==> config.mk <==
export PLATFORM = sky130hd
export DESIGN_NAME = cfgx_bridge_top
export DESIGN_NICKNAME = d
export VERILOG_FILES = /design/src/rtl/cfgx_pkg.sv /design/src/rtl/cfgx_addr_xlate.sv /design/src/rtl/cfgx_lane.sv /design/src/rtl/cfgx_irq_route.sv /design/src/rtl/cfgx_bridge_top.sv
export SDC_FILE = /design/constraint.sdc
export NUM_CORES = 1
export LEC_CHECK = 0
export BUFFER_PORTS_ARGS = -buffer_cell sky130_fd_sc_hd__buf_2
export CAP_MARGIN = 20
export CORE_ASPECT_RATIO = 1.5
export CORE_UTILIZATION = 40
export CTS_CLUSTER_DIAMETER = 50
export DETAILED_ROUTE_END_ITERATION = 8
export PLACE_DENSITY = 0.75
export SLEW_MARGIN = 40
export SYNTH_ARGS = -nofsm -noshare
export SYNTH_HDL_FRONTEND = slang
export SYNTH_SLANG_ARGS = --single-unit
==> constraint.sdc <==
create_clock -name clk -period 1.55 [get_ports clk]
set_input_delay 0.0775 -clock clk [delete_from_list [all_inputs] [get_ports clk]]
set_output_delay 0.0775 -clock clk [all_outputs]
set_load 0.01 [all_outputs]
==> src/rtl/cfgx_pkg.sv <==
package cfgx_pkg;

    localparam int CFG_W  = 32;
    localparam int LANES  = CFG_W / 8;

    typedef enum logic [1:0] {
        SZ_BYTE = 2'd0,
        SZ_HALF = 2'd1,
        SZ_WORD = 2'd2
    } size_e;

    typedef enum logic {
        ST_IDLE = 1'b0,
        ST_WAIT = 1'b1
    } state_e;

    typedef struct packed {
        state_e              st;
        logic [CFG_W-1:0]    index;
        logic                bk_valid;
        logic [CFG_W-1:0]    bk_addr;
        logic [LANES-1:0]    bk_be;
        logic                bk_write;
        logic [CFG_W-1:0]    bk_wdata;
        logic [1:0]          lane;
        size_e               size;
        logic                resp;
        logic [CFG_W-1:0]    rdata;
    } ctl_s;

endpackage

==> src/rtl/cfgx_addr_xlate.sv <==
module cfgx_addr_xlate #(
    parameter int SEL_LO = 11,
    parameter int SEL_HI = 31
) (
    input  logic [31:0] index,
    input  logic [2:0]  off,
    output logic [31:0] addr
);
    logic [4:0] dev;

    // lowest set bit of the one-hot select field; all ones when empty
    always_comb begin
        dev = '1;
        for (int b = SEL_HI; b >= SEL_LO; b--) begin
            if (index[b]) dev = 5'(b);
        end
    end

    always_comb begin
        if (index[31]) begin
            addr = {index[31:2], index[1:0] | off[1:0]};
        end else if (index[0]) begin
            addr = {index[31:3], off};
        end else begin
            addr = {16'h0000, dev, index[10:8], index[7:3], off};
        end
    end
endmodule

==> src/rtl/cfgx_lane.sv <==
module cfgx_lane
    import cfgx_pkg::*;
(
    input  logic [1:0]       req_off,
    input  size_e            req_size,
    input  logic [CFG_W-1:0] req_wdata,
    output logic [LANES-1:0] req_be,
    output logic [CFG_W-1:0] req_wlane,
    input  logic [1:0]       rsp_off,
    input  size_e            rsp_size,
    input  logic [CFG_W-1:0] rsp_word,
    output logic [CFG_W-1:0] rsp_align
);
    logic [CFG_W-1:0] rsp_mask;

    always_comb begin
        case (req_size)
            SZ_BYTE: req_be = 4'b0001 << req_off;
            SZ_HALF: req_be = 4'b0011 << req_off;
            default: req_be = 4'b1111;
        endcase
        req_wlane = req_wdata << {req_off, 3'b000};
    end

    always_comb begin
        case (rsp_size)
            SZ_BYTE: rsp_mask = 32'h0000_00FF;
            SZ_HALF: rsp_mask = 32'h0000_FFFF;
            default: rsp_mask = 32'hFFFF_FFFF;
        endcase
        rsp_align = (rsp_word >> {rsp_off, 3'b000}) & rsp_mask;
    end
endmodule

==> src/rtl/cfgx_irq_route.sv <==
module cfgx_irq_route #(
    parameter int NDEV     = 8,
    parameter int DEV_BASE = 11
) (
    input  logic [NDEV*4-1:0] pin_irq,
    output logic [3:0]        irq_out
);
    localparam int NPIN = NDEV * 4;

    function automatic logic [NPIN-1:0] route_mask(input int k);
        logic [NPIN-1:0] m;
        m = '0;
        for (int i = 0; i < NDEV; i++) begin
            for (int p = 0; p < 4; p++) begin
                if (((p + DEV_BASE + i) % 4) == k) m[i*4+p] = 1'b1;
            end
        end
        return m;
    endfunction

    for (genvar k = 0; k < 4; k++) begin : g_line
        localparam logic [NPIN-1:0] MASK = route_mask(k);
        assign irq_out[k] = |(pin_irq & MASK);
    end
endmodule

==> src/rtl/cfgx_bridge_top.sv <==
module cfgx_bridge_top
    import cfgx_pkg::*;
#(
    parameter int WIN_BITS = 12,
    parameter int NDEV     = 8,
    parameter int DEV_BASE = 11,
    localparam int AW      = WIN_BITS + 1,
    localparam int NPIN    = NDEV * 4
) (
    input  logic             clk,
    input  logic             rst_n,
    input  logic             cpu_valid,
    input  logic [AW-1:0]    cpu_addr,
    input  logic             cpu_write,
    input  logic [1:0]       cpu_size,
    input  logic [CFG_W-1:0] cpu_wdata,
    output logic             cpu_ready,
    output logic [CFG_W-1:0] cpu_rdata,
    output logic             bk_valid,
    output logic [CFG_W-1:0] bk_addr,
    output logic [LANES-1:0] bk_be,
    output logic             bk_write,
    output logic [CFG_W-1:0] bk_wdata,
    input  logic             bk_ready,
    input  logic [CFG_W-1:0] bk_rdata,
    input  logic [NPIN-1:0]  pin_irq,
    output logic [3:0]       irq_out
);
    ctl_s q, d;

    logic             data_win;
    logic             accept;
    size_e            req_size;
    logic [CFG_W-1:0] xl_addr;
    logic [LANES-1:0] req_be;
    logic [CFG_W-1:0] req_wlane;
    logic [CFG_W-1:0] rsp_align;
    logic [CFG_W-1:0] index_q;

    assign data_win = cpu_addr[WIN_BITS];
    assign req_size = size_e'(cpu_size);
    assign accept   = cpu_valid && (q.st == ST_IDLE) && !q.resp;
    assign index_q  = q.index;

    cfgx_addr_xlate u_xlate (
        .index (q.index),
        .off   (cpu_addr[2:0]),
        .addr  (xl_addr)
    );

    cfgx_lane u_lane (
        .req_off   (cpu_addr[1:0]),
        .req_size  (req_size),
        .req_wdata (cpu_wdata),
        .req_be    (req_be),
        .req_wlane (req_wlane),
        .rsp_off   (q.lane),
        .rsp_size  (q.size),
        .rsp_word  (bk_rdata),
        .rsp_align (rsp_align)
    );

    cfgx_irq_route #(.NDEV(NDEV), .DEV_BASE(DEV_BASE)) u_irq (
        .pin_irq (pin_irq),
        .irq_out (irq_out)
    );

    always_comb begin
        d      = q;
        d.resp = 1'b0;
        if (accept) begin
            if (data_win) begin
                d.st       = ST_WAIT;
                d.bk_valid = 1'b1;
                d.bk_addr  = xl_addr;
                d.bk_be    = req_be;
                d.bk_write = cpu_write;
                d.bk_wdata = req_wlane;
                d.lane     = cpu_addr[1:0];
                d.size     = req_size;
            end else begin
                d.resp  = 1'b1;
                d.rdata = q.index;
                if (cpu_write && req_size == SZ_WORD) d.index = cpu_wdata;
            end
        end else if (q.st == ST_WAIT && bk_ready) begin
            d.st       = ST_IDLE;
            d.bk_valid = 1'b0;
            d.resp     = 1'b1;
            d.rdata    = q.bk_write ? '0 : rsp_align;
        end
    end

    always_ff @(posedge clk) begin
        if (!rst_n) begin
            q <= '0;
        end else begin
            q <= d;
        end
    end

    assign cpu_ready = q.resp;
    assign cpu_rdata = q.rdata;
    assign bk_valid  = q.bk_valid;
    assign bk_addr   = q.bk_addr;
    assign bk_be     = q.bk_be;
    assign bk_write  = q.bk_write;
    assign bk_wdata  = q.bk_wdata;
endmodule

Word level (Yosys, flattened, before mapping)

Index checks and enable logic that the tools add are counted.

Register bits: 140
Input bits: 116
Output and inout port bits: 107
Logic and storage cells: 73

Eq/ne operators: 5
Shift operators: 4
Multiplexer cells: 33
Bitwise gates (word level): 4
Reduce and logical (&&, ||, !) cells: 16

Operator list:

| operator                                                              | count |
|---|---|
| 33-bit two-way mux                                                    | 3 |
| 74-bit two-way mux                                                    | 1 |
| 32-bit two-way mux                                                    | 2 |
| 32-bit case mux with 2 select lines                                   | 1 |
| 32-bit AND                                                            | 1 |
| 4-bit two-way mux                                                     | 8 |
| 8-bit OR reduction                                                    | 4 |
| 32-bit by 5-bit left shift with 32-bit output                         | 1 |
| 32-bit by 5-bit right shift with 32-bit output                        | 1 |
| 31-bit two-way mux                                                    | 1 |
| 5-bit two-way mux                                                     | 5 |
| 3-bit two-way mux                                                     | 4 |
| 4-bit case mux with 2 select lines                                    | 1 |
| 2-bit AND reduction                                                   | 3 |
| 1-bit two-way mux                                                     | 5 |
| 2-bit by 1-bit equality test with 1-bit output, second input constant | 2 |
| 1-bit logical AND                                                     | 4 |
| 2-bit zero test                                                       | 2 |
| 2-bit two-way mux                                                     | 2 |
| 2-bit inequality test, second input constant                          | 2 |
| 1-bit by 2-bit left shift with 4-bit output, first input constant     | 1 |
| 2-bit by 2-bit left shift with 4-bit output, first input constant     | 1 |
| 3-bit AND reduction                                                   | 1 |
| 2-bit equality test, second input constant                            | 1 |
| other kinds (4)                                                       | 5 |

Logic depth before layout (Yosys ltp)

Gate-level depths: netlist of run 1.

Word-level depth: 24
Mapped depth: 6

Hierarchy

A second synthesis of run 1 with hierarchy kept.

Cell total of the unflattened synthesis: 993
Area, all modules: 8057.7 um2

By module, submodules not included:

| module          | instances | cells each | area each (um2) | sequential area each (um2) |
|---|---|---|---|---|
| cfgx_bridge_top | 1         | 728        | 6311.1          | 2802.7 |
| cfgx_lane       | 1         | 183        | 1249.9          | 0.0 |
| cfgx_addr_xlate | 1         | 70         | 431.7           | 0.0 |
| cfgx_irq_route  | 1         | 12         | 65.1            | 0.0 |

Least setup slack after synthesis of run 1

Ideal clock, no wire load.

Path kind: flip-flop to flip-flop
From: register q[35] (netlist name)
To: register q (netlist bit cpu_rdata[6])
Arrival time: 1.444 ns
Data required time: 1.418 ns
Path slack: -0.026 ns
Cell stages (with the launch flop): 6
Path buffers: 2
Cells stage by stage: dfxtp_1 -> clkbuf_1 -> buf_2 -> mux2_2 -> o211ai_1 -> a21oi_1

Cells in the longest elaborated chain, start to end: 5

RTL lines:

| what                                           | line                  | source |
|---|---|---|
| start: declaration                             | cfgx_bridge_top.sv:29 | `ctl_s q, d;` |
| start signal: assignment                       | cfgx_bridge_top.sv:96 | `q <= '0;` |
| start signal: assignment                       | cfgx_bridge_top.sv:98 | `q <= d;` |
| 32-bit by 5-bit right shift with 32-bit output | cfgx_lane.sv:31       | `rsp_align = (rsp_word >> {rsp_off, 3'b000}) & rsp_mask;` |
| 32-bit AND                                     | cfgx_lane.sv:31       |  |
| 32-bit two-way mux                             | cfgx_bridge_top.sv:90 | `d.rdata = q.bk_write ? '0 : rsp_align;` |
| 33-bit two-way mux                             | cfgx_bridge_top.sv:86 | `end else if (q.st == ST_WAIT && bk_ready) begin` |
| 33-bit two-way mux                             | cfgx_bridge_top.sv:71 | `if (accept) begin` |

No other way between the ends. The select of a mux whose other input is x is not followed.
A chain may end at the register's enable or synchronous reset.

Final worst setup path of run 1

From: register q (netlist bit cpu_ready)
To: register q (netlist bit index_q[18])

Cells in the longest elaborated chain, start to end: 3

RTL lines:

| what                          | line                  | source |
|---|---|---|
| 1-bit zero test               | cfgx_bridge_top.sv:42 | `assign accept = cpu_valid && (q.st == ST_IDLE) && !q.resp;` |
| 1-bit logical AND             | cfgx_bridge_top.sv:42 |  |
| 3-bit AND reduction (no line) | -                     |  |

No other way between the ends.

==> parameters.txt, run 1 <==
Parameter                              Value

Outcome
  Result of the run    complete, but fails checks
  Violated checks    setup timing

STA
  Setup slack after layout    -0.1045 ns
  Clock tree skew after final layout    approximately 0.009 ns
  Total negative setup slack    -1.355 ns
  Fin. Hold Viols    0
  Finish-stage setup viols    30
  Maximum clock rate    604.4 MHz
  Final number of max-transition violations    0
  Time the final worst path needs with I/O delays and setup    1.654 ns
  Worst slew pin tran    about 0.56 ns
  Final worst-path cycle share    1.067
  Unrepaired setup endpoints after global routing    true
  Worst rel slew slack    0.6241

Worst setup path
  Worst reg-to-reg path cell count    7
  Type of the setup path with the least slack    register to register
  Worst-path cell chain    nor4b_4 > buf_4 > nand4b_1 > buf_6 > buf_12 > nand2_1 > a21oi_1
  CP Buf/Inv Count    3
  Standard cell with the maximum stage delay on the critical path    sky130_fd_sc_hd__dfxtp_4
  Cell family with the largest share of critical-path delay    simple AND/OR/NAND/NOR gates
  CP endpoint kind    register
  Worst reg2reg path endpoint    index_q[18]
  Data required time at the worst endpoint    1.83 ns
  Worst-path maximum fanout    8
  Slowest cell delay on critical path    0.37 ns
  Startpoint kind of the worst setup timing path    register
  Arrival time reported for the critical path endpoint    slightly below 2 ns
  Startpoint of the worst-slack reg-to-reg timing path    cpu_ready
  Internal reg-to-reg setup slack    -0.10 ns

CTS
  Clock buffers created by TritonCTS    17
  Clock edge transition at the registers on the reported setup and hold paths    0.06 ns
  H-tree level count    4
  Clock tree from TritonCTS    built
  Cell at the root of the clock tree    sky130_fd_sc_hd__clkbuf_16
  Number of clock sinks seen by CTS    between 100 and 150
  Clock latency reported for the late side of the worst-skew pair    0.43 ns
  Buffer depth of the longest clock path    2

Logic synthesis
  Biggest area contributors in the synthesized netlist    sky130_fd_sc_hd__dfxtp_1, sky130_fd_sc_hd__buf_4, sky130_fd_sc_hd__nand2_1
  Async set or reset register ratio after synthesis    0
  Fraction of synthesized cell area taken by the top area cell type    0.4021
  Sequential area share after synthesis    0.4021
  Count of state elements after synthesis    140
  Top-count cell post-synth    sky130_fd_sc_hd__nand2_1
  Post-Syn Area    roughly 7000 sq um
  Number of enable flip-flop cells after synthesis    0
  Gate count after technology mapping    857
  Most common flop cell mapped by yosys    sky130_fd_sc_hd__dfxtp_1
  Distinct cell type count of the synthesized netlist    46
  Cell type with the largest total area after synthesis    sky130_fd_sc_hd__dfxtp_1
  Syn_nets    973
  Synth warnings    0
  Commonest cells in the synthesized netlist    sky130_fd_sc_hd__nand2_1, sky130_fd_sc_hd__dfxtp_1, sky130_fd_sc_hd__a21oi_1, sky130_fd_sc_hd__buf_4, sky130_fd_sc_hd__clkbuf_1
  Avg Inst Size Synth    8.134 sq um

Detailed routing
  Wire length per cell after detailed routing    19.56 um
  Number of detailed-routing iterations run before antenna repair    7
  Detailed router's first-iteration violation count    531
  Wire length after detailed routing    24.46 mm
  Mean number of vias per cell    5.614
  Remaining routing DRC violations    0
  Post-route antenna net violation count    0
  DR vias    7017

Global routing
  Number of global-route vias before repair    6449
  Leftover overflow at the end of global routing    0
  Global-route usage over all layers    0.2569
  First-pass GRT wire length    34.42 mm
  Antenna violations before repair    2
  Maximum number of pins on one net before global-route repair    117

Floorplanning
  Starting density of the core    0.4122
  I/O pin count    223
  Core area    16910 sq um
  Height of the chip    163.7 um
  Die boundary width    109.8 um
  Area enclosed by the die boundary    17970 sq um
  Std cell rows    58

Place
  Placed inst area    roughly 8000 sq um
  Count of buffers inserted at the top-level ports    between 200 and 250
  Dpl cells    1163
  Final weighted congestion in routability-driven placement    approximately 0.85
  Detailed Place HPWL    between 15 and 20 mm

Flow run
  Max-cap violation count    0

Worst hold path
  Count of cells along the worst hold path    3
  Capture endpoint of the worst hold path    cpu_rdata[22]
  Min-delay worst type    input pin to register
  Startpoint of the tightest hold check path    bk_rdata[22]

Layout
  Filler Cells Inserted    1468
  Final std cells w/o fill    1250
  Area added between synthesis and finish    32.94%
  Number of nets at the end of the flow    around 1100
  Register area    around 2800 sq um
  Area of combinational cells with multiple inputs    between 3000 and 4000 sq um
  Fraction of layout instances using a drive strength above 1    0.3661
  Final standard cell area without fillers    approximately 9000 sq um

Power
  Power density over cell area    988.0 nW/um^2
  Max rail drop VDD    approximately 0.0007 V
  Leakage dissipation    0.003775 uW
worst min-delay path, stage by stage:
cell and delay [ns]:
sky130_fd_sc_hd__buf_2 0.09, sky130_fd_sc_hd__mux2i_1 0.09, sky130_fd_sc_hd__o22ai_1 0.13
where the power goes:
| part | switching, uW | internal [uW] |
|---|---|---|
| clock | 1660 | 2460 |
| sequential | 70.0 | 3690 |
| combinational | 695 | 573 |
repair_timing:
item	CTS	global route
setup buffers	0	4
hold buffers	42	0
endpoints found under the setup margin	47	75
hold endpoints to repair	48	0
pin swaps	4	8
cloned	0	8
gates resized for setup	6	53
state kept, by name (all words and copies together) (netlist names):
register / count
q: 5
bk_be: 4
cpu_rdata: 32
bk_valid: 1
bk_write: 1
bk_wdata: 32
index_q: 32
bk_addr: 32
cpu_ready: 1
worst max-delay path by stage:
stage | startpoint | to | slack, ns | cells past startpoint
floorplan | q[35] | cpu_rdata[6] | 0.04 | 5
global placement | index_q[24] | bk_addr[13] | -0.06 | 4
detailed placement | cpu_ready | bk_addr[11] | -0.06 | 4
CTS | cpu_ready | bk_wdata[18] | -0.01 | 5
global route | cpu_ready | index_q[25] | -0.14 | 5
finish | cpu_ready | index_q[18] | -0.10 | 7
cells in the final DEF (no fill, tap or decap), types with 3 or more instances in the layout:
| cell type | n |
|---|---|
| sky130_fd_sc_hd__buf_2 | 213 |
| sky130_fd_sc_hd__nand2_1 | 155 |
| sky130_fd_sc_hd__dfxtp_1 | 138 |
| sky130_fd_sc_hd__a21oi_1 | 103 |
| sky130_fd_sc_hd__dlygate4sd3_1 | 42 |
| sky130_fd_sc_hd__buf_4 | 38 |
| sky130_fd_sc_hd__mux2i_1 | 33 |
| sky130_fd_sc_hd__nor2_1 | 33 |
| sky130_fd_sc_hd__a22oi_2 | 26 |
| sky130_fd_sc_hd__o21ai_0 | 26 |
| sky130_fd_sc_hd__nand3_1 | 24 |
| sky130_fd_sc_hd__clkbuf_16 | 23 |
| sky130_fd_sc_hd__o211ai_1 | 18 |
| sky130_fd_sc_hd__mux2_2 | 17 |
| sky130_fd_sc_hd__nor3_1 | 14 |
| sky130_fd_sc_hd__o2bb2ai_1 | 13 |
| sky130_fd_sc_hd__nor4_1 | 10 |
| sky130_fd_sc_hd__nand2_2 | 10 |
| sky130_fd_sc_hd__buf_12 | 10 |
| sky130_fd_sc_hd__o22ai_1 | 8 |
| sky130_fd_sc_hd__o221ai_1 | 8 |
| sky130_fd_sc_hd__a22oi_1 | 7 |
| sky130_fd_sc_hd__buf_6 | 6 |
| sky130_fd_sc_hd__inv_1 | 5 |
| sky130_fd_sc_hd__a21oi_2 | 3 |
| sky130_fd_sc_hd__a211oi_1 | 3 |
| sky130_fd_sc_hd__clkinvlp_4 | 3 |
| sky130_fd_sc_hd__clkinv_2 | 3 |
| sky130_fd_sc_hd__clkinv_4 | 3 |
per-stage QoR:
| stage | util | power (uW) | hold WS (ns) | setup slack (ns) |
|---|---|---|---|---|
| floorplan | - | 4471 | 0.1944 | 0.04078 |
| global placement | 0.4612 | 4868 | 0.3282 | -0.05915 |
| detailed placement | 0.4612 | 4883 | 0.3352 | -0.05910 |
| CTS | 0.5222 | 9029 | 0.001944 | -0.009951 |
| global route | 0.5480 | 9414 | 0.01212 | -0.1413 |
| finish | 0.5480 | 9155 | 0.01184 | -0.1045 |
routing by layer:
| layer | vias up | global-route usage | wire (um) |
|---|---|---|---|
| met4 | 0 | 0.1764 | 1420 |
| met5 | - | 0 | 0 |
| met1 | 3287 | 0.2865 | 8983 |
| met3 | 94 | 0.05347 | 1792 |
| li1 | 3244 | - | - |
| met2 | 392 | 0.4301 | 12260 |
cell type report:
| type | count | share of cell area |
|---|---|---|
| Inverter | 6 | 0.002701 |
| Multi-Input combinational cell | 545 | 0.3647 |
| Sequential cell | 140 | 0.3033 |
| Clock inverter | 13 | 0.01526 |
| Clock buffer | 19 | 0.04888 |
| Tap cell | 210 | 0.02836 |
| Timing Repair Buffer | 315 | 0.2363 |
| Antenna cell | 2 | 0.0005401 |
logic make-up after synthesis:
group	after synthesis	synth area share
AOI/OAI and AO/OA	228	0.2021
buffers and inverters	172	0.1511
DFF	140	0.4021
muxes	51	0.07647
and+or+nand+nor	266	0.1682
Power figures use the tool's default switching activity.
==> run 2: changes to the inputs <==
- SKIP_CTS_REPAIR_TIMING: unset -> 1
==> run 2 against run 1 <==
The flow finishes with violations (hold timing); count of clock-buffer cells in the layout unchanged; combinational power down 4%; clock skew up 0.0011 ns; flip-flop and latch count unchanged; final cell count down 0.72%; highest routed layer unchanged; non-clock buffer count down 8; maximum frequency up 6.9%; sequential power about the same; critical endpoint is now index_q[12]; clock power about the same; register-to-register slack better by 0.11 ns; critical path depth down 2; wire length down 3.8%.
==> parameters.txt, run 2 (synthesis gave the netlist of run 1 again) <==
Parameter                              Value

Outcome
  Result of the run    complete, but fails checks
  Violated checks    hold timing

STA
  Maximum clock rate    646.2 MHz
  Final number of max-transition violations    0
  Fin. Hold Viols    4
  Worst hold margin    -0.01822 ns
  Total negative setup slack    0 ns
  Clock tree skew after final layout    0.01014 ns
  Time the final worst path needs with I/O delays and setup    about 1.5 ns
  Finish-stage setup viols    0
  Setup slack after layout    0.002466 ns
  Worst rel slew slack    0.6202
  Unrepaired setup endpoints after global routing    true
  Worst slew pin tran    0.5676 ns
  Final worst-path cycle share    0.9984

Power
  Max rail drop VDD    0.0006610 V
  Leakage dissipation    0.003702 uW
  Power density over cell area    1010 nW/um^2

Detailed routing
  Wire length after detailed routing    between 20 and 25 mm
  DR vias    slightly below 7000
  Mean number of vias per cell    5.541
  Number of detailed-routing iterations run before antenna repair    6
  Post-route antenna net violation count    0
  Wire length per cell after detailed routing    about 19 um
  Detailed router's first-iteration violation count    547
  Remaining routing DRC violations    0

Worst setup path
  Cell family with the largest share of critical-path delay    simple AND/OR/NAND/NOR gates
  Data required time at the worst endpoint    1.89 ns
  Internal reg-to-reg setup slack    0.002 ns
  CP endpoint kind    register
  Worst-path cell chain    nor4b_4 > and4b_2 > buf_12 > nand2_1 > a21oi_2
  Worst reg2reg path endpoint    index_q[12]
  Startpoint of the worst-slack reg-to-reg timing path    cpu_ready
  Worst reg-to-reg path cell count    5
  Standard cell with the maximum stage delay on the critical path    sky130_fd_sc_hd__dfxtp_2
  Worst-path maximum fanout    16
  Type of the setup path with the least slack    register to register
  Slowest cell delay on critical path    ~0.36 ns
  Startpoint kind of the worst setup timing path    register
  Arrival time reported for the critical path endpoint    1.89 ns
  CP Buf/Inv Count    1

Layout
  Area added between synthesis and finish    29.53%
  Final std cells w/o fill    1241
  Most frequent cells in the layout    sky130_fd_sc_hd__buf_2, sky130_fd_sc_hd__nand2_1, sky130_fd_sc_hd__dfxtp_1
  Leading cell type in the layout, fill and taps excluded    sky130_fd_sc_hd__buf_2
  Core occupancy in the finished layout    0.5340
  Number of nets at the end of the flow    1133
  Filler Cells Inserted    1512
  Fraction of layout instances using a drive strength above 1    0.3388

Flow run
  Max-cap violation count    0

Place
  Pre-CTS worst setup slack    -0.05910 ns
  Count of buffers inserted at the top-level ports    213
  Final weighted congestion in routability-driven placement    0.8540
  Detailed Place HPWL    16.46 mm
  Dpl cells    1163

Global routing
  Maximum number of pins on one net before global-route repair    117
  Number of global-route vias before repair    6213
  Antenna violations before repair    1
  First-pass GRT wire length    33.70 mm
  Global-route usage over all layers    0.2515
  Leftover overflow at the end of global routing    0

Worst hold path
  Capture endpoint of the worst hold path    q[139]
  Count of cells along the worst hold path    3
  Min-delay worst type    input pin to register
  Startpoint of the tightest hold check path    bk_ready

Floorplanning
  Die boundary width    109.8 um
  Core area    16910 sq um
  Height of the chip    163.7 um
  I/O pin count    223
  Std cell rows    a little under 60
  Starting density of the core    0.4122
  Area enclosed by the die boundary    17970 sq um

CTS
  Clock buffers created by TritonCTS    17
  H-tree level count    4
  Clock tree from TritonCTS    built
  Cell at the root of the clock tree    sky130_fd_sc_hd__clkbuf_16
  Buffer depth of the longest clock path    2
  Clock edge transition at the registers on the reported setup and hold paths    approximately 0.06 ns
  Clock latency reported for the late side of the worst-skew pair    0.42 ns
  Number of clock sinks seen by CTS    140
==> run 2: cell types whose count changed in the layout (fill, tap and decap cells not counted), moves of 3 or more <==
cell	before	now
sky130_fd_sc_hd__a22oi_1	7	25
sky130_fd_sc_hd__a22oi_2	26	8
sky130_fd_sc_hd__clkbuf_16	23	20
sky130_fd_sc_hd__dlygate4sd3_1	42	38
sky130_fd_sc_hd__nand2_1	155	163
sky130_fd_sc_hd__nand2_2	10	2
==> run 2: how the worst max path moves through the flow <==
| stage | start | endpoint | slack [ns] | cells after the start |
|---|---|---|---|---|
| after CTS | cpu_ready | bk_addr[11] | -0.13 | 4 |
| after global routing | cpu_ready | index_q[7] | -0.05 | 5 |
| after detailed placement | cpu_ready | bk_addr[11] | -0.06 | 4 |
| final | cpu_ready | index_q[12] | 0.002 | 5 |
| after global placement | index_q[24] | bk_addr[13] | -0.06 | 4 |
| after floorplan | q[35] | cpu_rdata[6] | 0.04 | 5 |
==> run 2: per-stage QoR <==
| step | total power [uW] | instance area (sq um) |
|---|---|---|
| 6_report | 9115 | 9029 |
| 5_1_grt | 9373 | 9029 |
| 4_1_cts | 8939 | 8393 |
| 3_5_place_dp | 4883 | 7799 |
| 3_3_place_gp | 4868 | 7799 |
| 2_1_floorplan | 4471 | 6973 |
==> run 2: layout make-up <==
type,instances,area [sq um],area share
multi-input cells,545,3259,0.3610
clock buffers,19,452.9,0.05017
diodes,1,2.502,0.0002772
clock inverters,13,141.4,0.01566
inverters,6,25.02,0.002772
flip-flops and latches,140,2805,0.3107
repair buffers,307,2079,0.2303
well taps,210,262.8,0.02910
==> run 2: routing by layer <==
metal	track usage	routed length (um)	up-vias
met4	0.1509	1200	0
met5	0	0	-
li1	-	-	3233
met1	0.2857	8832	3200
met3	0.05347	1668	79
met2	0.4244	11820	364
==> run 2: where the power goes <==
part           leakage, uW  internal [uW]  switching [uW]  total, uW
Clock             0.000286           2460            1660       4130
Combinational      0.00228            552             672       1220
Sequential         0.00114           3700            67.9       3760
Total              0.00370           6710            2400       9110
==> run 2: worst min-delay path, delay by kind of cell <==
kind                   cells  cell delay, ns
AOI/OAI and AO/OA          1            0.06
buffers and inverters      1            0.12
and+or+nand+nor            1            0.11
==> run 3: changes to the inputs <==
- CORE_UTILIZATION: 40 -> 46
- CTS_CLUSTER_DIAMETER: 50 -> unset
- PLACE_DENSITY: 0.75 -> 0.83
==> run 3 against run 2 <==
The run ends with hold timing, setup timing left; clock power shrank 2%; non-clock buffer count shrank 1; wire length shrank 3.2%; final area shrank 1.4%; flip-flop and latch count is the same; critical endpoint is now bk_addr[11].
==> parameters.txt, run 3 (synthesis gave the netlist of run 1 again) <==
Parameter                              Value

Worst setup path
  Worst reg-to-reg path cell count    4
  Worst reg2reg path endpoint    bk_addr[11]
  Worst-path cell chain    nand4bb_4 > a2111oi_2 > o211ai_1 > o21ai_1
  Arrival time reported for the critical path endpoint    between 1.5 and 2 ns
  Standard cell with the maximum stage delay on the critical path    sky130_fd_sc_hd__a2111oi_2
  Type of the setup path with the least slack    register to register
  Worst-path maximum fanout    4
  Internal reg-to-reg setup slack    -0.01 ns
  CP endpoint kind    register
  Startpoint of the worst-slack reg-to-reg timing path    cpu_ready
  Data required time at the worst endpoint    about 1.9 ns
  Startpoint kind of the worst setup timing path    register
  Slowest cell delay on critical path    0.48 ns

Place
  Final weighted congestion in routability-driven placement    about 0.92
  Detailed Place HPWL    15.60 mm
  Count of buffers inserted at the top-level ports    213
  Pre-CTS worst setup slack    -0.05244 ns

Outcome
  Violated checks    hold timing, setup timing
  Result of the run    complete, but fails checks

STA
  Unrepaired setup endpoints after global routing    true
  Worst hold margin    -0.01254 ns
  Time the final worst path needs with I/O delays and setup    1.562 ns
  Fin. Hold Viols    3
  Final worst-path cycle share    1.008
  Finish-stage setup viols    2
  Maximum clock rate    ~640 MHz
  Worst rel slew slack    0.6148
  Clock tree skew after final layout    0.007984 ns
  Worst slew pin tran    0.5778 ns
  Setup slack after layout    -0.01170 ns
  Final number of max-transition violations    0

Floorplanning
  Core area    14660 sq um
  I/O pin count    223
  Std cell rows    54
  Height of the chip    152.8 um
  Starting density of the core    0.4754
  Area enclosed by the die boundary    15660 sq um
  Die boundary width    102.5 um

CTS
  Clock buffers created by TritonCTS    17
  Clock edge transition at the registers on the reported setup and hold paths    0.06 ns
  Clock latency reported for the late side of the worst-skew pair    about 0.42 ns
  Buffer depth of the longest clock path    2
  H-tree level count    4
  Cell at the root of the clock tree    sky130_fd_sc_hd__clkbuf_16
  Number of clock sinks seen by CTS    140
  Clock tree from TritonCTS    built

Power
  Max rail drop VDD    0.0005139 V
  Power density over cell area    1010 nW/um^2
  Internal power of the cells    6714 uW
  Clock share of power    0.448
  Switching share of power    0.2534
  Share of total power in combinational logic    0.133
  Leakage dissipation    between 0.003 and 0.004 uW
  Net switching component of the power    2279 uW
  Final Total Pwr    ~9000 uW
  Share of power burned in registers    0.419

Worst hold path
  Min-delay worst type    input pin to register
  Count of cells along the worst hold path    3
  Capture endpoint of the worst hold path    cpu_rdata[17]
  Startpoint of the tightest hold check path    bk_rdata[17]

Detailed routing
  Number of detailed-routing iterations run before antenna repair    5
  Wire length per cell after detailed routing    about 19 um
  DR vias    6905
  Post-route antenna net violation count    0
  Wire length after detailed routing    22.78 mm
  Detailed router's first-iteration violation count    697
  Mean number of vias per cell    5.646
  Remaining routing DRC violations    0

Global routing
  Antenna violations before repair    0
  Global-route usage over all layers    0.2760
  Number of global-route vias before repair    6228
  Maximum number of pins on one net before global-route repair    133
  First-pass GRT wire length    roughly 33 mm
  Leftover overflow at the end of global routing    0

Layout
  Most frequent cells in the layout    sky130_fd_sc_hd__buf_2, sky130_fd_sc_hd__nand2_1, sky130_fd_sc_hd__dfxtp_1
  Area added between synthesis and finish    27.75%
  Number of nets at the end of the flow    1132
  Fraction of layout instances using a drive strength above 1    0.3281
  Inserted Diodes    0
  Leading cell type in the layout, fill and taps excluded    sky130_fd_sc_hd__buf_2

Flow run
  Max-cap violation count    0
[run 3: cell types whose count changed in the layout (fill, tap and decap cells not counted), sizes merged]
cell / change
buf: +1
clkbuf: -1
clkinv: -3
diode: -1
[run 3: how the worst max path moves through the flow]
stage / startpoint / end / depth (start not counted)
CTS: index_q[24] / bk_addr[13] / 4
detailed placement: index_q[24] / bk_addr[13] / 4
finish: cpu_ready / bk_addr[11] / 4
global placement: index_q[24] / bk_addr[13] / 4
global route: index_q[24] / bk_addr[13] / 4
floorplan: q[35] / cpu_rdata[6] / 5
[run 3: cell type report]
class	instances	area, sq um
timing repair buffer	306	2034
clock inverter	10	115.1
inverter	6	25.02
tap	196	245.2
clock buffer	20	466.7
sequential	140	2808
multi-input combinational	545	3211
fill	1230	5757
[run 3: power groups by stage]
| stage | registers [uW] | logic, uW | clock network [uW] |
|---|---|---|---|
| floorplan | 3820 | 650 | 0 |
| global placement | 3840 | 1030 | 0 |
| detailed placement | 3840 | 1040 | 0 |
| CTS | 3760 | 1050 | 4040 |
| global route | 3770 | 1280 | 4220 |
| finish | 3760 | 1200 | 4030 |
[run 3: metal layers]
layer | GRT usage | share of wire
met4 | 0.1408 | 0.050
met2 | 0.4676 | 0.51
met3 | 0.05000 | 0.079
met1 | 0.3250 | 0.36
met5 | 0 | 0
[run 3: critical path, delay by kind of cell (launching register included)]
family             cells  cell delay (ns)
and+or+nand+nor        1             0.27
DFF                    1             0.37
AOI/OAI and AO/OA      3             0.85
[run 3: stage by stage]
stage,area [sq um],utilization,cells,setup TNS (ns)
floorplan,6973,-,857,0
global placement,7786,0.5311,1148,0
detailed placement,7786,0.5311,1148,-0.05244
CTS,8368,0.5707,1178,-0.1597
global route,8905,0.6074,1223,-0.1857
finish,8905,0.6074,1223,-0.01236
